<file path="src/rtl/pbw_pkg.sv">
package pbw_pkg;
  typedef enum logic [1:0] {
    OP_IDLE  = 2'd0,
    OP_READ  = 2'd1,
    OP_WRITE = 2'd2
  } op_e;
endpackage

</file>
<file path="src/rtl/pbw_decode.sv">
module pbw_decode #(
  parameter int LANES = 4
) (
  input  logic             ce_a_n,
  input  logic             ce_hi,
  input  logic             ce_b_n,
  input  logic             sleep,
  input  logic             gwr_n,
  input  logic             bwr_n,
  input  logic [LANES-1:0] lane_wr_n,
  output logic             acc_sel,
  output pbw_pkg::op_e     op,
  output logic [LANES-1:0] wmask
);
  logic [LANES-1:0] raw_mask;

  always_comb begin
    acc_sel = !ce_a_n && ce_hi && !ce_b_n && !sleep;
    if (!gwr_n)      raw_mask = '1;          // whole word wins
    else if (!bwr_n) raw_mask = ~lane_wr_n;  // selected lanes only
    else             raw_mask = '0;
    wmask = acc_sel ? raw_mask : '0;
    if (!acc_sel)      op = pbw_pkg::OP_IDLE;
    else if (|raw_mask) op = pbw_pkg::OP_WRITE;
    else               op = pbw_pkg::OP_READ;
  end
endmodule

</file>
<file path="src/rtl/pbw_lane_ram.sv">
module pbw_lane_ram #(
  parameter int ADDR_W = 6,
  parameter int W      = 9,
  localparam int DEPTH = 1 << ADDR_W
) (
  input  logic              clk,
  input  logic              we,
  input  logic              re,
  input  logic [ADDR_W-1:0] addr,
  input  logic [W-1:0]      wd,
  output logic [W-1:0]      rd
);
  logic [W-1:0] mem [DEPTH];

  always_ff @(posedge clk) begin
    if (we) mem[addr] <= wd;
    if (re) rd <= mem[addr];
  end
endmodule

</file>
<file path="src/rtl/pbw_sync_mem.sv">
module pbw_sync_mem #(
  parameter int ADDR_W = 6,
  parameter int LANES  = 4,
  parameter int LANE_W = 9,
  localparam int DATA_W = LANES * LANE_W
) (
  input  logic              clk,
  input  logic              rst,
  input  logic              ce_a_n,
  input  logic              ce_hi,
  input  logic              ce_b_n,
  input  logic              sleep,
  input  logic              gwr_n,
  input  logic              bwr_n,
  input  logic [LANES-1:0]  lane_wr_n,
  input  logic [ADDR_W-1:0] addr,
  input  logic [DATA_W-1:0] wdata,
  input  logic              oe_n,
  output logic [DATA_W-1:0] rdata,
  output logic              rvalid
);
  logic              acc_sel;
  pbw_pkg::op_e      op;
  logic [LANES-1:0]  wmask;

  pbw_pkg::op_e      s1_op;
  logic [LANES-1:0]  s1_mask;
  logic [ADDR_W-1:0] s1_addr;
  logic [DATA_W-1:0] s1_wdata;
  logic [DATA_W-1:0] rd_word;
  logic              valid_q;
  logic              s1_rd;

  pbw_decode #(.LANES(LANES)) u_dec (
    .ce_a_n(ce_a_n), .ce_hi(ce_hi), .ce_b_n(ce_b_n), .sleep(sleep),
    .gwr_n(gwr_n), .bwr_n(bwr_n), .lane_wr_n(lane_wr_n),
    .acc_sel(acc_sel), .op(op), .wmask(wmask)
  );

  // Stage 1: capture the access.
  always_ff @(posedge clk) begin
    if (rst) begin
      s1_op   <= pbw_pkg::OP_IDLE;
      s1_mask <= '0;
    end else begin
      s1_op   <= op;
      s1_mask <= wmask;
    end
  end

  always_ff @(posedge clk) begin
    s1_addr  <= addr;
    s1_wdata <= wdata;
  end

  assign s1_rd = (s1_op == pbw_pkg::OP_READ);

  // Stage 2: array access into the output register, one RAM per lane.
  for (genvar g = 0; g < LANES; g++) begin : g_lane
    pbw_lane_ram #(.ADDR_W(ADDR_W), .W(LANE_W)) u_ram (
      .clk(clk),
      .we(s1_mask[g]),
      .re(s1_rd),
      .addr(s1_addr),
      .wd(s1_wdata[g*LANE_W +: LANE_W]),
      .rd(rd_word[g*LANE_W +: LANE_W])
    );
  end

  // A deselect or power-down in the current cycle kills the output at this edge.
  always_ff @(posedge clk) begin
    if (rst) valid_q <= 1'b0;
    else     valid_q <= s1_rd && acc_sel;
  end

  assign rvalid = valid_q && !oe_n;
  assign rdata  = rvalid ? rd_word : '0;
endmodule

</file>
<file path="config.mk">
export PLATFORM = sky130hd
export DESIGN_NAME = pbw_sync_mem
export DESIGN_NICKNAME = d
export VERILOG_FILES = /design/src/rtl/pbw_pkg.sv /design/src/rtl/pbw_decode.sv /design/src/rtl/pbw_lane_ram.sv /design/src/rtl/pbw_sync_mem.sv
export SDC_FILE = /design/constraint.sdc
export NUM_CORES = 2
export LEC_CHECK = 0
export ABC_AREA = 1
export BUFFER_PORTS_ARGS = -buffer_cell sky130_fd_sc_hd__buf_2
export CAP_MARGIN = 20
export CORE_MARGIN = 3
export CORE_UTILIZATION = 35
export CTS_CLUSTER_DIAMETER = 60
export DETAILED_ROUTE_END_ITERATION = 7
export GPL_TIMING_DRIVEN = 0
export PLACE_DENSITY = 0.54
export RECOVER_POWER = 25
export SLEW_MARGIN = 5
export SYNTH_ARGS = -nofsm -noshare
export SYNTH_HDL_FRONTEND = slang
export SYNTH_SLANG_ARGS = --single-unit
</file>
<file path="constraint.sdc">
create_clock -name clk -period 5 [get_ports clk]
set_input_delay 1 -clock clk [delete_from_list [all_inputs] [get_ports clk]]
set_output_delay 1 -clock clk [all_outputs]
set_load 0.03 [all_outputs]
</file>
=== After elaboration in Yosys (flattened, before gate mapping) ===
Memory sizes are Yosys's and may differ from the RTL's. A register that Yosys moved wholly into a read port is not among the register bits.
Index checks and enable logic that the tools add are counted.

* Equality and inequality tests: 1
* Mux-type cells: 12
* Bitwise gates (word level): 2
* Reductions and logical operators: 11

{| class="wikitable"
|+ Operators by type and width
! operator !! number
|-
| $mux W36 || 1
|-
| $mux W1 || 8
|-
| $mux W4 || 2
|-
| $logic_and A1 B1 Y1 || 5
|-
| $logic_not A1 Y1 || 4
|-
| $not A4 Y4 || 1
|-
| $reduce_or A4 Y1 || 1
|-
| $eq A2 B1 Y1 const B || 1
|-
| $mux W2 || 1
|-
| $reduce_or A2 Y1 || 1
|-
| $not A1 Y1 || 1
|}

* Register bits: 49
* Memory bits (writable): 2304
* Input port bits: 55
* Memories kept: 4

{| class="wikitable"
|+ Memory list
! name !! words !! width !! read ports !! clocked after Yosys merged registers in !! write ports !! RTL line !! text
|-
| g_lane[0].u_ram.mem || 64 || 9 || 1 || 1 || 1 || pbw_lane_ram.sv:13 || <nowiki>logic [W-1:0] mem [DEPTH];</nowiki>
|-
| g_lane[1].u_ram.mem || 64 || 9 || 1 || 1 || 1 || pbw_lane_ram.sv:13 ||
|-
| g_lane[2].u_ram.mem || 64 || 9 || 1 || 1 || 1 || pbw_lane_ram.sv:13 ||
|-
| g_lane[3].u_ram.mem || 64 || 9 || 1 || 1 || 1 || pbw_lane_ram.sv:13 ||
|}

=== Longest topological paths before layout ===
* Depth after elaboration: 6
* Gate-level depth with buffers: 15
* Mapped depth without buffers: 11

=== Modules after synthesis ===
Synthesis repeated with hierarchy kept, for this count alone.

* Cells, all modules: 9883
* Area, all modules: 101137.0 µm²

{| class="wikitable"
|+ By module, submodules not included
! module !! instances !! cells an instance !! area an instance (µm²) !! sequential area each (µm²)
|-
| pbw_lane_ram || 4 || 2429 || 24883.9 || 17566.8
|-
| pbw_sync_mem || 1 || 145 || 1470.2 || 980.9
|-
| pbw_decode || 1 || 22 || 131.4 || 0.0
|}

=== Least setup slack after synthesis ===
Ideal clock, no wire load.

* Path kind: input-to-output
* Start point: input oe_n
* End point: output rdata[10]
* Arrival time: 2.473 ns
* Slack: 1.527 ns
* Stages on the path: 4
* Path through: nor2_1 > clkinv_1 > clkbuf_1 > nor2_1

* Cells in the longest elaborated chain, start to end: 3

{| class="wikitable"
|+ Ends and longest elaborated chain
! item !! RTL line !! text
|-
| from (decl) || pbw_sync_mem.sv:18 || <nowiki>input logic oe_n,</nowiki>
|-
| $logic_not A1 Y1 || pbw_sync_mem.sv:76 || <nowiki>assign rvalid = valid_q && !oe_n;</nowiki>
|-
| $logic_and A1 B1 Y1 || pbw_sync_mem.sv:76 ||
|-
| $mux W36 || pbw_sync_mem.sv:77 || <nowiki>assign rdata = rvalid ? rd_word : '0;</nowiki>
|-
| to (decl) || pbw_sync_mem.sv:19 || <nowiki>output logic [DATA_W-1:0] rdata,</nowiki>
|}

Every way passes these cells.

=== Worst setup path after layout ===
* Start point: register s1_wdata[8]
* End point: memory g_lane[0].u_ram.mem[27][8], data pin

{| class="wikitable"
|+ RTL lines
! item !! RTL line !! text
|-
| from (decl) || pbw_sync_mem.sv:29 || <nowiki>logic [DATA_W-1:0] s1_wdata;</nowiki>
|-
| from (signal assigned) || pbw_sync_mem.sv:53 || <nowiki>s1_wdata <= wdata;</nowiki>
|-
| to (decl) || pbw_lane_ram.sv:13 ||
|}

Straight into the memory's write port.

==> run summary <==
status = finished with violations
failing checks = max-capacitance violations, max-slew violations
Yosys cell types = 23
hold depth = 1
top cells by area, synth = edfxtp_1 (70%), nand2_1 (24%), nor2_1 (1.4%), buf_2 (1.3%), dfxtp_1 (0.98%)
clk_skew = 0.0646 ns
critical path endpoint category = flop
final setup violation count = 0
period utilization = 85.9%
Hold Vio Cnt, Final = 0
CTS Buf Count = 281
Hold Path Class = in -> reg
mux cell area share after synthesis = 0%
Seq/Total Area, Yosys = 70.9%
async set or reset register ratio after synthesis = 0%
clk buf depth = 4
placed insts = 13900
wire per inst = 25.3 um
Yosys top cell area share = 69.9%
I/O pins = 92
Worst Reg-to-Reg Cells = 1
Worst EP arrival = 4.32 ns
initial antenna violation count = 34
first-pass GRT wire length = 505000 um
DR vias/cell = 5.00
slowest cell on the critical path = clkbuf_1
total grt overflow = 0
Power Dens Cells = 389 mW/mm2
largest family of logic cells by synthesized area = simple AND/OR/NAND/NOR gates
crit-path cells = clkbuf_1
Global Route Usage Sum = 24.3%
Top FF cell, synth = edfxtp_1
port buffer count = 91
Post-DP Area = 0.107 mm2
antenna viol nets, final = 0
RSZ-0062 raised after global routing = no
commonest non-fill, non-tap cells in the layout = nand2_1 (6516), edfxtp_1 (2340), nor2_1 (382)
post-synthesis simple-gate area fraction = 26.1%
Max-cap violations = 30
cts repair resizes = 0
synthesized area per cell = 10.1 um2
RePlAce Congestion = 0.969
R2R Path End = g_lane[0].u_ram.mem[27][8]
clock-pin slew of the registers on the worst-case setup and hold paths = 0.06 ns
WP buf/inv = 1
Max FO, Critical Path = 63
# DRC = 0
overall power = 45.2 mW
CTS root buffer = clkbuf_16
Post-Synth XOR/XNOR Area = 0%
Post-Synthesis Cell Area = 0.100 mm2
Initial DRC Count = 8995
Worst EP required = 5.02 ns
DRT Pass-1 Iters = 7
CTS Hold Bufs = 0
die height = 542 um
R2R Path Start = s1_wdata[8]
adder-cell area share of the yosys netlist = 0%
# rows = 196
detailed placement HPWL = 264000 um
NumNets Final = 10500
Die X = 542 um
die area = 0.294 mm2
worst-margin pin slew = 4.15 ns
LEAKAGE = 48.2 nW
drt total wl = 365000 um
Finished Layout Cells = 14400
crit path kind = reg -> reg
most common cell after layout, fill and taps aside = nand2_1
Yosys warnings = 0
Post-synth EDFFs = 2340
internal reg-to-reg setup slack = 0.71 ns
Hold EP = s1_addr[5]
synthesized instance count = 9918
core area = 0.285 mm2
VDD IR max = 334 uV
final instance area = 0.116 mm2
delay of the slowest cell on the worst path = 2.93 ns
fraction of the mapped netlist area in compound gates = 0.0872%
clock sink total = 2389
setup TNS = 0 ns
CTS tree = done
Max H-tree Level = 5
area of the multi-input gates = 0.0263 mm2
Seq cells post-synth = 2389
vias in the first global route = 68100
pin count of the biggest net entering global routing = 65
Synthesized Nets = 9973
min Tclk post-route = 4.29 ns
Fillers = 27900
Peak Freq = 233 MHz
via count = 72200
Slew Limit Headroom = -177%
worst hold start = addr[5]
top cell type by total area after synthesis = edfxtp_1
Worst-Skew Late Latency = 0.87 ns
sequential cell area = 0.0713 mm2
setup bufs post-CTS = 0
Layout area overhead = 15.6%
pins over their slew limit = 1254
nature of the critical path startpoint = flop
delay-heaviest family, CP = buffers and inverters
Initial Utilization = 35.2%
layout cell share with drive strength beyond 1 = 9.21%
-- sequential cells by signal (all words and copies together) (netlist names) --
register          count
s1_op                 2
g_lane.u_ram.rd      36
valid_q               1
s1_mask               4
s1_wdata             36
g_lane.u_ram.mem   2304
s1_addr               6
-- synthesized netlist by cell type (8+ instances only) --
master    count
nand2_1    6516
edfxtp_1   2340
nor2_1      388
buf_2       258
clkbuf_1    140
buf_4        76
inv_1        60
dfxtp_1      49
buf_6        24
buf_1        11
inv_2         8
nor2_4        8
nor3_2        8
-- through the flow --
step | hold slack (ns) | utilization [%] | setup WS, ns
6_report | 0.226 | 40.7 | 0.707
5_1_grt | 0.189 | 40.7 | 0.673
4_1_cts | 0.171 | 40.7 | 0.713
3_5_place_dp | 0.479 | 37.6 | 0.843
3_3_place_gp | 0.406 | 37.0 | 0.378
2_1_floorplan | 0.398 | - | 1.53
-- report_power, final --
part	switching [mW]	internal (mW)	total, mW	leakage [nW]
sequential	0.152	22.0	22.2	21.5
clock	8.29	11.8	20.1	4.34
combinational	2.23	0.637	2.87	22.4
-- cell type report --
class,instances,area share [%]
sequential,2389,61.4
tap,3762,4.05
clock buffer,361,6.51
clock inverter,134,1.16
inverter,69,0.223
antenna,34,0.0733
buffer,509,2.33
multi-input combinational,6951,22.7
timing repair buffer,214,1.62
-- worst max-delay path by stage --
stage	slack, ns	start	depth (start not counted)	endpoint
2_1_floorplan	1.53	oe_n	4	rdata[10]
3_3_place_gp	0.38	s1_addr[1]	6	g_lane[3].u_ram.mem[39][0]
3_5_place_dp	0.84	oe_n	6	rdata[33]
4_1_cts	0.71	valid_q	6	rdata[33]
5_1_grt	0.67	s1_wdata[8]	1	g_lane[0].u_ram.mem[27][8]
6_report	0.71	s1_wdata[8]	1	g_lane[0].u_ram.mem[27][8]
-- metal layers --
layer	up-vias	part of all wire (%)	track usage [%]
li1	33000	-	-
met1	35000	40	32.1
met2	3398	45	38.3
met3	738	8.9	4.19
met4	0	6.2	12.6
met5	-	0	0
-- logic make-up (layout without fill, tap and decap cells) --
family	after synthesis	count (layout)
AND/OR/NAND/NOR	6937	6937
flip-flops	2389	2389
AO/OA/AOI/OAI	14	14
other	0	34
buffers and inverters	578	1287
Power figures use the tool's default switching activity.
